## src/rtl/irq_pkg.sv

```systemverilog
package irq_pkg;

  typedef enum logic [1:0] {
    SENSE_LOW  = 2'b00,
    SENSE_ANY  = 2'b01,
    SENSE_FALL = 2'b10,
    SENSE_RISE = 2'b11
  } sense_e;

  localparam int ADDR_W          = 3;
  localparam int ADDR_EXT_MASK   = 0;
  localparam int ADDR_SENSE_BASE = 1;
  localparam int ADDR_EXT_CLR    = 3;
  localparam int ADDR_PC_MASK    = 4;
  localparam int ADDR_PC_CLR     = 7;

  // Transition qualifier: does the move prev -> cur count under this sense?
  function automatic logic edge_hit(sense_e s, logic cur, logic prev);
    logic rise, fall;
    rise = cur & ~prev;
    fall = ~cur & prev;
    case (s)
      SENSE_ANY:  edge_hit = rise | fall;
      SENSE_FALL: edge_hit = fall;
      SENSE_RISE: edge_hit = rise;
      default:    edge_hit = 1'b0;
    endcase
  endfunction

  // Level qualifier: active-low level only in SENSE_LOW.
  function automatic logic level_hit(sense_e s, logic cur);
    level_hit = (s == SENSE_LOW) && !cur;
  endfunction

  // Any enabled bit differs from its previous value.
  function automatic logic bank_toggle(logic [7:0] cur, logic [7:0] prev, logic [7:0] msk);
    bank_toggle = |((cur ^ prev) & msk);
  endfunction

endpackage

```

## src/rtl/irq_sync.sv

```systemverilog
module irq_sync #(
  parameter int W = 8
) (
  input  logic         clk,
  input  logic         rst_n,
  input  logic [W-1:0] din,
  output logic [W-1:0] dout
);
  logic [W-1:0] q1, q2;

  always_ff @(posedge clk or negedge rst_n) begin
    if (!rst_n) begin
      q1 <= '0;
      q2 <= '0;
    end else begin
      q1 <= din;
      q2 <= q1;
    end
  end

  assign dout = q2;

  assert_sync_stage_R11: assert property (@(posedge clk) disable iff (!rst_n)
    q2 == $past(q1));

endmodule

```

## src/rtl/irq_ext_channel.sv

```systemverilog
module irq_ext_channel
  import irq_pkg::*;
(
  input  logic   clk,
  input  logic   rst_n,
  input  logic   pin,
  input  sense_e sense,
  input  logic   mask,
  input  logic   gie,
  input  logic   clr,
  input  logic   ack,
  output logic   req
);
  logic prev_q;
  logic flag_q;
  logic edge_evt;
  logic level_evt;

  always_ff @(posedge clk or negedge rst_n) begin
    if (!rst_n) prev_q <= 1'b0;
    else        prev_q <= pin;
  end

  assign edge_evt  = edge_hit(sense, pin, prev_q);
  assign level_evt = level_hit(sense, pin);

  // Set takes priority so an edge landing with a clear is not lost.
  always_ff @(posedge clk or negedge rst_n) begin
    if (!rst_n)          flag_q <= 1'b0;
    else if (edge_evt)   flag_q <= 1'b1;
    else if (clr || ack) flag_q <= 1'b0;
  end

  assign req = gie & mask & ((sense == SENSE_LOW) ? level_evt : flag_q);

  assert_level_no_flag_R2: assert property (@(posedge clk) disable iff (!rst_n)
    (sense == SENSE_LOW) |=> !$rose(flag_q));

  assert_edge_sets_flag_R3: assert property (@(posedge clk) disable iff (!rst_n)
    edge_evt |=> flag_q);

  assert_flag_source_R3: assert property (@(posedge clk) disable iff (!rst_n)
    $rose(flag_q) |-> ($past(pin) != $past(prev_q)));

  assert_ack_clears_R8: assert property (@(posedge clk) disable iff (!rst_n)
    (ack && !edge_evt) |=> !flag_q);

  assert_clr_clears_R7: assert property (@(posedge clk) disable iff (!rst_n)
    (clr && !edge_evt) |=> !flag_q);

endmodule

```

## src/rtl/irq_pc_bank.sv

```systemverilog
module irq_pc_bank
  import irq_pkg::*;
#(
  parameter int W = 8
) (
  input  logic         clk,
  input  logic         rst_n,
  input  logic [W-1:0] pins,
  input  logic [W-1:0] mask,
  input  logic         gie,
  input  logic         clr,
  input  logic         ack,
  output logic         req
);
  logic [W-1:0] prev_q;
  logic         flag_q;
  logic         hit;

  always_ff @(posedge clk or negedge rst_n) begin
    if (!rst_n) prev_q <= '0;
    else        prev_q <= pins;
  end

  assign hit = |((pins ^ prev_q) & mask);

  always_ff @(posedge clk or negedge rst_n) begin
    if (!rst_n)          flag_q <= 1'b0;
    else if (hit)        flag_q <= 1'b1;
    else if (clr || ack) flag_q <= 1'b0;
  end

  assign req = flag_q & gie;

  assert_bank_hit_R9: assert property (@(posedge clk) disable iff (!rst_n)
    hit |=> flag_q);

  assert_bank_source_R9: assert property (@(posedge clk) disable iff (!rst_n)
    $rose(flag_q) |-> (($past(pins) ^ $past(prev_q)) != '0));

  assert_bank_clear_R10: assert property (@(posedge clk) disable iff (!rst_n)
    ((clr || ack) && !hit) |=> !flag_q);

endmodule

```

## src/rtl/irq_pin_unit.sv

```systemverilog
module irq_pin_unit
  import irq_pkg::*;
#(
  parameter int N_EXT     = 8,
  parameter int PC_GROUPS = 3,
  parameter int GROUP_W   = 8,
  parameter int DATA_W    = 8
) (
  input  logic                           clk,
  input  logic                           rst_n,
  input  logic                           global_en,
  input  logic [N_EXT-1:0]               ext_pin,
  input  logic [PC_GROUPS*GROUP_W-1:0]   pc_pin,
  input  logic                           wr_en,
  input  logic [ADDR_W-1:0]              wr_addr,
  input  logic [DATA_W-1:0]              wr_data,
  input  logic [N_EXT-1:0]               ext_ack,
  input  logic [PC_GROUPS-1:0]           pc_ack,
  output logic [N_EXT-1:0]               ext_req,
  output logic [PC_GROUPS-1:0]           pc_req
);
  localparam int PC_PINS      = PC_GROUPS * GROUP_W;
  localparam int PINS_PER_REG = DATA_W / 2;

  logic [N_EXT-1:0]   ext_sync;
  logic [PC_PINS-1:0] pc_sync;
  logic [N_EXT-1:0]   ext_mask_q;
  sense_e             sense_q [N_EXT];
  logic [GROUP_W-1:0] pc_mask_q [PC_GROUPS];
  logic [N_EXT-1:0]   ext_clr;
  logic [PC_GROUPS-1:0] pc_clr;

  irq_sync #(.W(N_EXT)) u_sync_ext (
    .clk(clk), .rst_n(rst_n), .din(ext_pin), .dout(ext_sync));

  irq_sync #(.W(PC_PINS)) u_sync_pc (
    .clk(clk), .rst_n(rst_n), .din(pc_pin), .dout(pc_sync));

  always_ff @(posedge clk or negedge rst_n) begin
    if (!rst_n) begin
      ext_mask_q <= '0;
      for (int i = 0; i < N_EXT; i++) sense_q[i] <= SENSE_LOW;
      for (int g = 0; g < PC_GROUPS; g++) pc_mask_q[g] <= '0;
    end else if (wr_en) begin
      if (wr_addr == ADDR_W'(ADDR_EXT_MASK))
        ext_mask_q <= wr_data[N_EXT-1:0];
      for (int i = 0; i < N_EXT; i++)
        if (wr_addr == ADDR_W'(ADDR_SENSE_BASE + i / PINS_PER_REG))
          sense_q[i] <= sense_e'(wr_data[2*(i % PINS_PER_REG) +: 2]);
      for (int g = 0; g < PC_GROUPS; g++)
        if (wr_addr == ADDR_W'(ADDR_PC_MASK + g))
          pc_mask_q[g] <= wr_data[GROUP_W-1:0];
    end
  end

  assign ext_clr = (wr_en && wr_addr == ADDR_W'(ADDR_EXT_CLR)) ? wr_data[N_EXT-1:0] : '0;
  assign pc_clr  = (wr_en && wr_addr == ADDR_W'(ADDR_PC_CLR))  ? wr_data[PC_GROUPS-1:0] : '0;

  for (genvar i = 0; i < N_EXT; i++) begin : g_ext
    irq_ext_channel u_ch (
      .clk(clk), .rst_n(rst_n), .pin(ext_sync[i]), .sense(sense_q[i]),
      .mask(ext_mask_q[i]), .gie(global_en), .clr(ext_clr[i]),
      .ack(ext_ack[i]), .req(ext_req[i]));
  end

  for (genvar g = 0; g < PC_GROUPS; g++) begin : g_pc
    irq_pc_bank #(.W(GROUP_W)) u_bank (
      .clk(clk), .rst_n(rst_n), .pins(pc_sync[g*GROUP_W +: GROUP_W]),
      .mask(pc_mask_q[g]), .gie(global_en), .clr(pc_clr[g]),
      .ack(pc_ack[g]), .req(pc_req[g]));
  end

  assert_gate_off_R6: assert property (@(posedge clk) disable iff (!rst_n)
    !global_en |-> (ext_req == '0 && pc_req == '0));

  assert_masked_quiet_R6: assert property (@(posedge clk) disable iff (!rst_n)
    ((ext_req & ~ext_mask_q) == '0));

endmodule

```

## config.mk

```make
export PLATFORM = sky130hd
export DESIGN_NAME = irq_pin_unit
export DESIGN_NICKNAME = d
export VERILOG_FILES = /design/src/rtl/irq_pkg.sv /design/src/rtl/irq_sync.sv /design/src/rtl/irq_ext_channel.sv /design/src/rtl/irq_pc_bank.sv /design/src/rtl/irq_pin_unit.sv
export SDC_FILE = /design/constraint.sdc
export NUM_CORES = 1
export LEC_CHECK = 0
export ABC_AREA = 1
export CELL_PAD_IN_SITES_DETAIL_PLACEMENT = 0
export CELL_PAD_IN_SITES_GLOBAL_PLACEMENT = 1
export CORE_AREA = 2 2 123 125
export DETAILED_ROUTE_END_ITERATION = 8
export DIE_AREA = 0 0 125 127
export PLACE_DENSITY = 0.77
export SETUP_SLACK_MARGIN = 0.02
export SLEW_MARGIN = 20
export SYNTH_ARGS = -nofsm -noshare
export SYNTH_HDL_FRONTEND = slang
export SYNTH_HIERARCHICAL = 1
export SYNTH_SLANG_ARGS = --single-unit
```

## constraint.sdc

```tcl
create_clock -name clk -period 1.4 [get_ports clk]
set_clock_uncertainty 0.15 [all_clocks]
set_input_delay 0.14 -clock clk [delete_from_list [all_inputs] [get_ports clk]]
set_output_delay 0.14 -clock clk [all_outputs]
set_load 0.03 [all_outputs]
```

==> flow_summary.ini, run 1 <==
[finish]
fin_nets = 888
drive_gt1_frac = 0.155
layout_commonest_cell = nand2_1
layout_common_cells = nand2_1, dfrtp_1, inv_1
areaGrowthSynthToFinish_pct = 37.2
fin_cells = 1011
antenna_cells = 0

[floorplanning]
initial_core_util = 0.425
std_cell_rows = 44
dieArea_um2 = 15900
dieHeight_um = 127
coreArea_um2 = 14400
pin_count = 69
die-width_um = 125

[logic_synthesis]
synth.avg_cell_area_um2 = 9.46
synth-seq-cells = 155
yosysUniqueCellTypes = 20
postSynthCellCount = 648
ys_seq_area_frac = 0.633
synth_area_um2 = 6130
synth_warnings = 6
syn_nets = 722

[global_route]
grt_usage = 0.183
grt_pass1_vias = 4760
grt_max_degree = 30
antenna_found_initial = 0
grt_overflow = 0
grt_pass1_wl_mm = 22.6

[power]
p_leak_nw = 4.36
ir_worst_vdd_v = 0.000962
power.density_nw_per_um2 = 1360

[setup_path]
cp_max_fo = 2
cp_data_required_time_ns = 1.11
ff2ff_setup_slack_ns = 0.17
r2r_end = g_ext[5].u_ch/flag_q$_DFFE_PN0P_
path_class = reg2out
endpoint = ext_req[5]
endpoint_kind = primary output
cp.arrival_ns = 1.34
worstSetupStartpointType = flip-flop
rr_startpoint = u_sync_ext/dout[5]$_DFF_PN0_
startpoint = sense_q[4]$_DFFE_PN0P_
reg2regPathDepth = 6

[sta]
final_max_slew_viol_count = 0
worst_pin_slew_ns = 0.335
finalSetupViolations = 8
period_needed_ns = 1.63
fin_ws_ns = -0.227
max_freq_mhz = 615
max_slew_margin = 0.777
finalHoldViolations = 0
post-route-period-util = 1.16
rsz0062_at_grt = yes

[placement]
gp_congestion = 0.802
dp_hpwl_mm = 9.18
placedCellCount = 929
portBuffers = 68
pre_cts_slack_ns = -0.394

[clock_tree]
root_buffer = clkbuf_16
clkLatencyLatePin_ns = 0.43
cts_buffers = 17
htreeDepth = 4
cts_buffer_depth = 2
clock_sinks = 155
cts_tree = built
clkSlewWorstSetupHoldPaths_ns = 0.07

[min_path]
hold_path.class = in2reg

[drt]
antenna_left = 0
wl_per_cell_um = 13.3
via_per_inst = 4.58
drt-total-wl_mm = 13.5
dr.first_iter.drc_count = 248
firstDrtPassIters = 4
num_vias = 4632
drc_errors = 0

[run_status]
violations = negative setup slack
outcome = finished, violations left

[run]
drv_cap = 0
worst min path at each step:
stage,end,cells past startpoint,from,slack [ns]
6_report,u_sync_pc/q1[23]$_DFF_PN0_,1,pc_pin[23],0.02
5_1_grt,u_sync_pc/q1[23]$_DFF_PN0_,1,pc_pin[23],0.009
4_1_cts,u_sync_ext/q1[3]$_DFF_PN0_,1,ext_pin[3],0.01
3_5_place_dp,u_sync_ext/dout[7]$_DFF_PN0_,1,rst_n,-0.1
3_3_place_gp,u_sync_ext/dout[7]$_DFF_PN0_,1,rst_n,-0.1
2_1_floorplan,ext_mask_q[0]$_DFFE_PN0P_,0,rst_n,-0.31
power by group:
group	leakage (nW)	switching (mW)	internal, mW
registers	1.85	0.318	4.97
logic	2.23	0.898	0.851
clock network	0.273	1.90	2.53
Yosys cell counts:
cell type / count / area [um2]
o21ai_1: 8 / 40.0
or2_1: 6 / 37.5
clkinv_2: 1 / 5.00
nor2_4: 4 / 45.0
nand2_1: 216 / 811
buf_6: 1 / 11.3
nor2_1: 53 / 199
nand3_2: 6 / 60.1
inv_2: 2 / 7.51
nor2_2: 2 / 12.5
nand3_1: 63 / 315
clkinv_1: 3 / 11.3
ha_1: 16 / 200
nand2_4: 5 / 56.3
inv_1: 93 / 349
nand3b_1: 8 / 60.1
dfrtp_1: 155 / 3880
buf_4: 1 / 7.51
o21ai_0: 3 / 15.0
buf_2: 2 / 10.0
worst max-delay path, cell delays in order (launching register included):
cell     delay (ns)
dfrtp_1        0.40
nor2_2         0.13
o21ai_1        0.06
nor2_1         0.14
buf_4          0.18
flip-flops by register name (all words and copies together), names as in the netlist:
name and cells:
sense_q 16, g_ext.u_ch/prev_q 8, g_pc.u_bank/prev_q 24, ext_mask_q 8
u_sync_pc/dout 24, g_pc.u_bank/flag_q 3, g_ext.u_ch/flag_q 8, u_sync_ext/dout 8
pc_mask_q 24, u_sync_ext/q1 8, u_sync_pc/q1 24
logic make-up (layout without fill, tap and decap cells):
group | after synthesis | count (layout) | synth area share
AOI/OAI and AO/OA | 11 | 11 | 0.00898
buffers and inverters | 103 | 282 | 0.0655
DFF | 155 | 155 | 0.633
and+or+nand+nor | 363 | 363 | 0.260
adders and majority gates | 16 | 16 | 0.0326
final cells by class:
cell class | count | area (um2)
sequential | 155 | 3880
clock buffer | 19 | 443
clock inverter | 13 | 130
multi-input combinational | 390 | 1880
timing repair buffer | 151 | 1480
tap | 184 | 230
fill | 1235 | 6010
inverter | 99 | 373
per-stage QoR:
step / setup TNS [ns] / hold slack, ns / utilization / area (um2) / total power, mW
after CTS: -1.55 / 0.0105 / 0.581 / 8380 / 11.6
after detailed placement: -13.68 / -0.0970 / 0.509 / 7350 / 6.85
after global routing: -2.03 / 0.00866 / 0.583 / 8410 / 12.1
after floorplan: 0 / -0.306 / - / 6130 / 6.11
final: -1.34 / 0.0203 / 0.583 / 8410 / 11.5
after global placement: -12.49 / -0.0955 / 0.509 / 7350 / 6.77
timing repair:
action,CTS,global route
setup buffers,19,2
setup endpoints to repair,11,22
gates resized for setup,8,8
pin swaps,4,4
hold buffers,29,0
hold endpoints to repair,183,0
metal layers:
layer	wire length [um]	vias to the layer above	global-route usage
met4	346	0	0.0758
met5	0	-	0
met3	610	28	0.0456
met2	6710	94	0.310
li1	-	2305	-
met1	5810	2205	0.224
Note: power is estimated with default switching activity, not from simulation.
==> run 2: changes to the inputs <==
--- a/config.mk
+++ b/config.mk
@@ -11,6 +11,7 @@
 export CORE_AREA = 2 2 123 125
 export DETAILED_ROUTE_END_ITERATION = 8
 export DIE_AREA = 0 0 125 127
+export GPL_TIMING_DRIVEN = 0
 export PLACE_DENSITY = 0.77
 export SETUP_SLACK_MARGIN = 0.02
 export SLEW_MARGIN = 20
==> run 2 against run 1 <==
Against the previous run: the flow finishes with violations (negative hold slack, negative setup slack); hold slack got worse by 0.026 ns; clock power increased by 3%; first-iteration DRC count decreased by 8.1%; sequential cell count unchanged; sequential power about the same; global-route usage decreased by 1.1 points; count of clock-buffer cells in the layout decreased by 1; final area decreased by 3.4%; utilization decreased by 2.0 points; register-to-register slack improved by 0.05 ns; critical endpoint is now ext_req[6]; highest routed layer unchanged.
==> flow_summary.ini, run 2 (synthesis gave the netlist of run 1 again) <==
[global_route]
grt_pass1_vias = 4397
grt_usage = 0.171
grt_pass1_wl_mm = 21.3
grt_overflow = 0
antenna_found_initial = 0
grt_max_degree = 88

[placement]
dp_hpwl_mm = 8.28
gp_congestion = 0.744
portBuffers = 68
dpl_cell_area_um2 = 7080
placedCellCount = 901

[floorplanning]
std_cell_rows = 44
dieHeight_um = 127
die-width_um = 125
dieArea_um2 = 15900
initial_core_util = 0.425
pin_count = 69
coreArea_um2 = 14400

[sta]
finalSetupViolations = 8
fin_ws_ns = -0.228
max_slew_margin = 0.658
worst_pin_slew_ns = 0.513
rsz0062_at_grt = yes
finalHoldViolations = 1
period_needed_ns = 1.63
max_freq_mhz = 614
tns_ns = -1.58
hold_ws_ns = -0.00603
final_max_slew_viol_count = 0
post-route-period-util = 1.16

[finish]
fin_cells = 982
fin_nets = 859
final_area_um2 = 8120
multi_input_area_um2 = 1890
antenna_cells = 0
layout_common_cells = nand2_1, dfrtp_1, inv_1
layout_commonest_cell = nand2_1
final_util = 0.563
drive_gt1_frac = 0.133
fill_cells = 1247
seq_area_um2 = 3880
areaGrowthSynthToFinish_pct = 32.5

[drt]
met2_length_mm = 6.33
antenna_left = 0
firstDrtPassIters = 4
wl_per_cell_um = 12.8
drc_errors = 0
dr.first_iter.drc_count = 228
via_per_inst = 4.55
maxUsedRoutingLayer = met4
route.met3.wl_um = 630
num_vias = 4468
drt-total-wl_mm = 12.6
wl_met1_mm = 5.47

[power]
power_mw = 11.5
switching_power_mw = 3.07
power.density_nw_per_um2 = 1410
ir_worst_vdd_v = 0.000894
p_leak_nw = 4.22
p_comb_frac = 0.142
clockPowerShare = 0.398
p_seq_frac = 0.460
internal_power_mw = 8.41
p_sw_frac = 0.267

[setup_path]
path_class = reg2out
cp.arrival_ns = 1.34
cp_max_fo = 2
endpoint_kind = primary output
rr_startpoint = u_sync_ext/dout[3]$_DFF_PN0_
ff2ff_setup_slack_ns = 0.22
cp_data_required_time_ns = 1.11
worstSetupStartpointType = flip-flop
reg2regPathDepth = 6
r2r_end = g_ext[3].u_ch/flag_q$_DFFE_PN0P_

[clock_tree]
htreeDepth = 4
cts_tree = built
root_buffer = clkbuf_16
cts_buffers = 17
clkLatencyLatePin_ns = 0.42
clock_sinks = 155
clkSlewWorstSetupHoldPaths_ns = 0.06
cts_buffer_depth = 2

[min_path]
hp-start = wr_data[0]
holdPathEnd = pc_mask_q[0]$_DFFE_PN0P_
holdPathStages = 3
hold_path.class = in2reg

[run_status]
outcome = finished, violations left
violations = negative hold slack, negative setup slack

[run]
drv_cap = 0
[run 2: cell types whose count changed in the layout (fill, tap and decap cells not counted), sizes merged]
cell,change
buf,-25
bufinv,+1
dlygate4sd3,-4
dlygate4sd2,+4
clkinv,+2
dlymetal6s2s,+1
clkdlybuf4s50,-5
clkbuf,-1
clkinvlp,-2
[run 2: worst max-delay path, stage by stage, from the launching register on]
cell and delay, ns:
dfrtp_1 0.40, nor2_2 0.13, o21ai_1 0.07, nor2_1 0.15, buf_4 0.18
[run 2: power groups by stage]
| stage | Clock [mW] | Combinational (mW) | Sequential, mW |
|---|---|---|---|
| after floorplan | 0 | 0.834 | 5.28 |
| after global placement | 0 | 1.30 | 5.37 |
| after detailed placement | 0 | 1.36 | 5.39 |
| after CTS | 4.67 | 1.61 | 5.28 |
| after global routing | 4.88 | 1.86 | 5.33 |
| final | 4.57 | 1.63 | 5.28 |
[run 2: routing by layer]
| layer | up-vias | track usage |
|---|---|---|
| li1 | 2248 | - |
| met4 | 0 | 0.0582 |
| met3 | 10 | 0.0448 |
| met5 | - | 0 |
| met2 | 84 | 0.289 |
| met1 | 2126 | 0.217 |
[run 2: how the worst max path moves through the flow]
stage / start / endpoint / slack, ns / depth (start not counted)
floorplan: sense_q[14]$_DFFE_PN0P_ / ext_req[0] / 0.13 / 3
global placement: rst_n / u_sync_pc/q1[3]$_DFF_PN0_ / -6.12 / 1
detailed placement: global_en / ext_req[5] / -0.84 / 4
CTS: sense_q[3]$_DFFE_PN0P_ / ext_req[6] / -0.29 / 4
global route: sense_q[2]$_DFFE_PN0P_ / ext_req[6] / -0.33 / 4
finish: sense_q[2]$_DFFE_PN0P_ / ext_req[6] / -0.23 / 4
[run 2: cell type report]
| cell class | count | area share |
|---|---|---|
| clock inverter | 14 | 0.0199 |
| clock buffer | 18 | 0.0528 |
| tap | 184 | 0.0283 |
| inverter | 99 | 0.0464 |
| sequential | 155 | 0.478 |
| multi-input combinational | 390 | 0.232 |
| buffer | 3 | 0.00216 |
| timing repair buffer | 119 | 0.141 |
[run 2: through the flow]
stage          hold slack (ns)  setup slack, ns
2_1_floorplan           -0.306            0.130
3_3_place_gp             0.181            -6.12
3_5_place_dp           -0.0115           -0.835
4_1_cts                0.00139           -0.285
5_1_grt                0.00206           -0.326
6_report              -0.00603           -0.228
[run 2: timing repair]
item,4_1_cts,5_1_grt
gates resized for setup,85,8
pin swaps,8,10
buffers inserted,19,6
endpoints found under the setup margin,22,81
gates cloned,0,0
hold buffers,24,1
endpoints found under the hold margin,91,1
==> run 3: changes to the inputs <==
--- a/config.mk
+++ b/config.mk
@@ -8,9 +8,9 @@
 export ABC_AREA = 1
 export CELL_PAD_IN_SITES_DETAIL_PLACEMENT = 0
 export CELL_PAD_IN_SITES_GLOBAL_PLACEMENT = 1
-export CORE_AREA = 2 2 123 125
+export CORE_AREA = 2 2 113 136
 export DETAILED_ROUTE_END_ITERATION = 8
-export DIE_AREA = 0 0 125 127
+export DIE_AREA = 0 0 115 138
 export GPL_TIMING_DRIVEN = 0
 export PLACE_DENSITY = 0.77
 export SETUP_SLACK_MARGIN = 0.02
==> constraint.sdc (replaced) <==
create_clock -name clk -period 1.4 [get_ports clk]
set_clock_uncertainty 0.15 [all_clocks]
set_input_delay 0.14 -clock clk [delete_from_list [all_inputs] [get_ports clk]]
set_output_delay 0.14 -clock clk [all_outputs]
set_load 0.01 [all_outputs]
==> run 3 against run 2 <==
Against the previous run: critical path depth stayed put; sequential power hardly changed; highest routed layer unchanged; critical path type unchanged; largest power group unchanged; the run ends with negative setup slack left; sequential cell count stayed put.
==> flow_summary.ini, run 3 (synthesis gave the netlist of run 1 again) <==
[sta]
finalHoldViolations = 0
final_max_slew_viol_count = 0
post-route-period-util = 1.14
worst_pin_slew_ns = 0.570
rsz0062_at_grt = yes
finalSetupViolations = 8
hold_ws_ns = 0.0130
max_freq_mhz = 628
max_slew_margin = 0.620
fin_ws_ns = -0.192
period_needed_ns = 1.59

[setup_path]
crit_slowest_cell = dfrtp_1
cp_num_buf_inv = 1
path_cells = nor2_2, o21ai_1, nor2_1, buf_2
cp_top_family = flip-flops
cp.arrival_ns = 1.30
cp_data_required_time_ns = 1.11
path_class = reg2out
worstSetupStartpointType = flip-flop
cp_max_fo = 2
endpoint_kind = primary output
critical-path-max-stage-delay_ns = 0.38

[placement]
gp_congestion = 0.765
portBuffers = 68
dpl_cell_area_um2 = 7070
pre_cts_slack_ns = -0.745
placedCellCount = 895
dp_hpwl_mm = 8.50

[clock_tree]
cts_tree = built
clock_sinks = 155
cts_buffers = 17
clkSlewWorstSetupHoldPaths_ns = 0.06
cts_buffer_depth = 2
clkLatencyLatePin_ns = 0.43
htreeDepth = 4
root_buffer = clkbuf_16

[global_route]
use_met1 = 0.206
grt_pass1_vias = 4506
grt_overflow = 0
grt_pass1_wl_mm = 21.5
antenna_found_initial = 0
grt_usage = 0.176
grt_max_degree = 100
grtUsageMet2 = 0.302
top_usage_layer = met2
met3_usage = 0.0500

[finish]
antenna_cells = 0
final_area_um2 = 8100
fin_cells = 976
seq_area_um2 = 3880
areaGrowthSynthToFinish_pct = 32.2
fin_nets = 859
layout_commonest_cell = nand2_1
multi_input_area_um2 = 1890
drive_gt1_frac = 0.125
fill_cells = 1311
layout_common_cells = nand2_1, dfrtp_1, inv_1

[floorplanning]
die-width_um = 115
dieArea_um2 = 15900
dieHeight_um = 138
pin_count = 69
initial_core_util = 0.417
std_cell_rows = 49
coreArea_um2 = 14700

[drt]
drc_errors = 0
via_per_inst = 4.64
antenna_left = 0
firstDrtPassIters = 4
wl_per_cell_um = 13.0
num_vias = 4525
drt-total-wl_mm = 12.7
dr.first_iter.drc_count = 300

[run_status]
violations = negative setup slack
outcome = finished, violations left

[run]
drv_cap = 0

[power]
ir_worst_vdd_v = 0.000826
power.density_nw_per_um2 = 1420
power_mw = 11.5
p_leak_nw = 4.22

[min_path]
hold_path.class = in2reg
-- run 3: timing repair --
| item | in CTS | in global routing |
|---|---|---|
| endpoints found under the hold margin | 181 | 2 |
| buffers inserted | 15 | 4 |
| hold buffers | 28 | 2 |
| pin swaps | 16 | 12 |
| resized for setup | 61 | 6 |
| setup endpoints to repair | 22 | 21 |
-- run 3: cell type report --
class	count	area share
plain buffers	4	0.00355
multi-input cells	390	0.233
well taps	178	0.0275
flip-flops and latches	155	0.479
clock buffers	17	0.0525
repair buffers	118	0.136
inverters	99	0.0465
clock inverters	15	0.0219
-- run 3: per-layer routing --
metal / part of all wire / up-vias
met3: 0.037 / 19
met4: 0.021 / 0
li1: - / 2249
met2: 0.53 / 75
met1: 0.41 / 2182
met5: 0 / -
-- run 3: through the flow --
step	TNS [ns]	utilization
final	-1.18	0.551
after global placement	-972.63	0.478
after detailed placement	-27.65	0.480
after floorplan	0	-
after global routing	-1.92	0.551
after CTS	-1.54	0.546
-- run 3: power by group --
part	internal, mW	total [mW]	switching, mW
clock network	2.70	4.67	1.97
logic	0.732	1.53	0.799
registers	4.97	5.29	0.314
-- run 3: worst paths after layout --
| path | end | slack [ns] | from | cells after the start |
|---|---|---|---|---|
| setup / recovery | ext_req[0] | -0.19 | sense_q[15]$_DFFE_PN0P_ | 4 |
| hold / removal | u_sync_ext/q1[6]$_DFF_PN0_ | 0.01 | ext_pin[6] | 1 |
| setup reg to reg | g_ext[2].u_ch/flag_q$_DFFE_PN0P_ | 0.19 | sense_q[10]$_DFFE_PN0P_ | 6 |
| hold reg to reg | u_sync_pc/dout[13]$_DFF_PN0_ | 0.20 | u_sync_pc/q1[13]$_DFF_PN0_ | 0 |
| max in group asynchronous | u_sync_pc/dout[14]$_DFF_PN0_ | 0.21 | rst_n | 3 |
| min in group asynchronous | u_sync_ext/dout[2]$_DFF_PN0_ | 0.08 | rst_n | 2 |
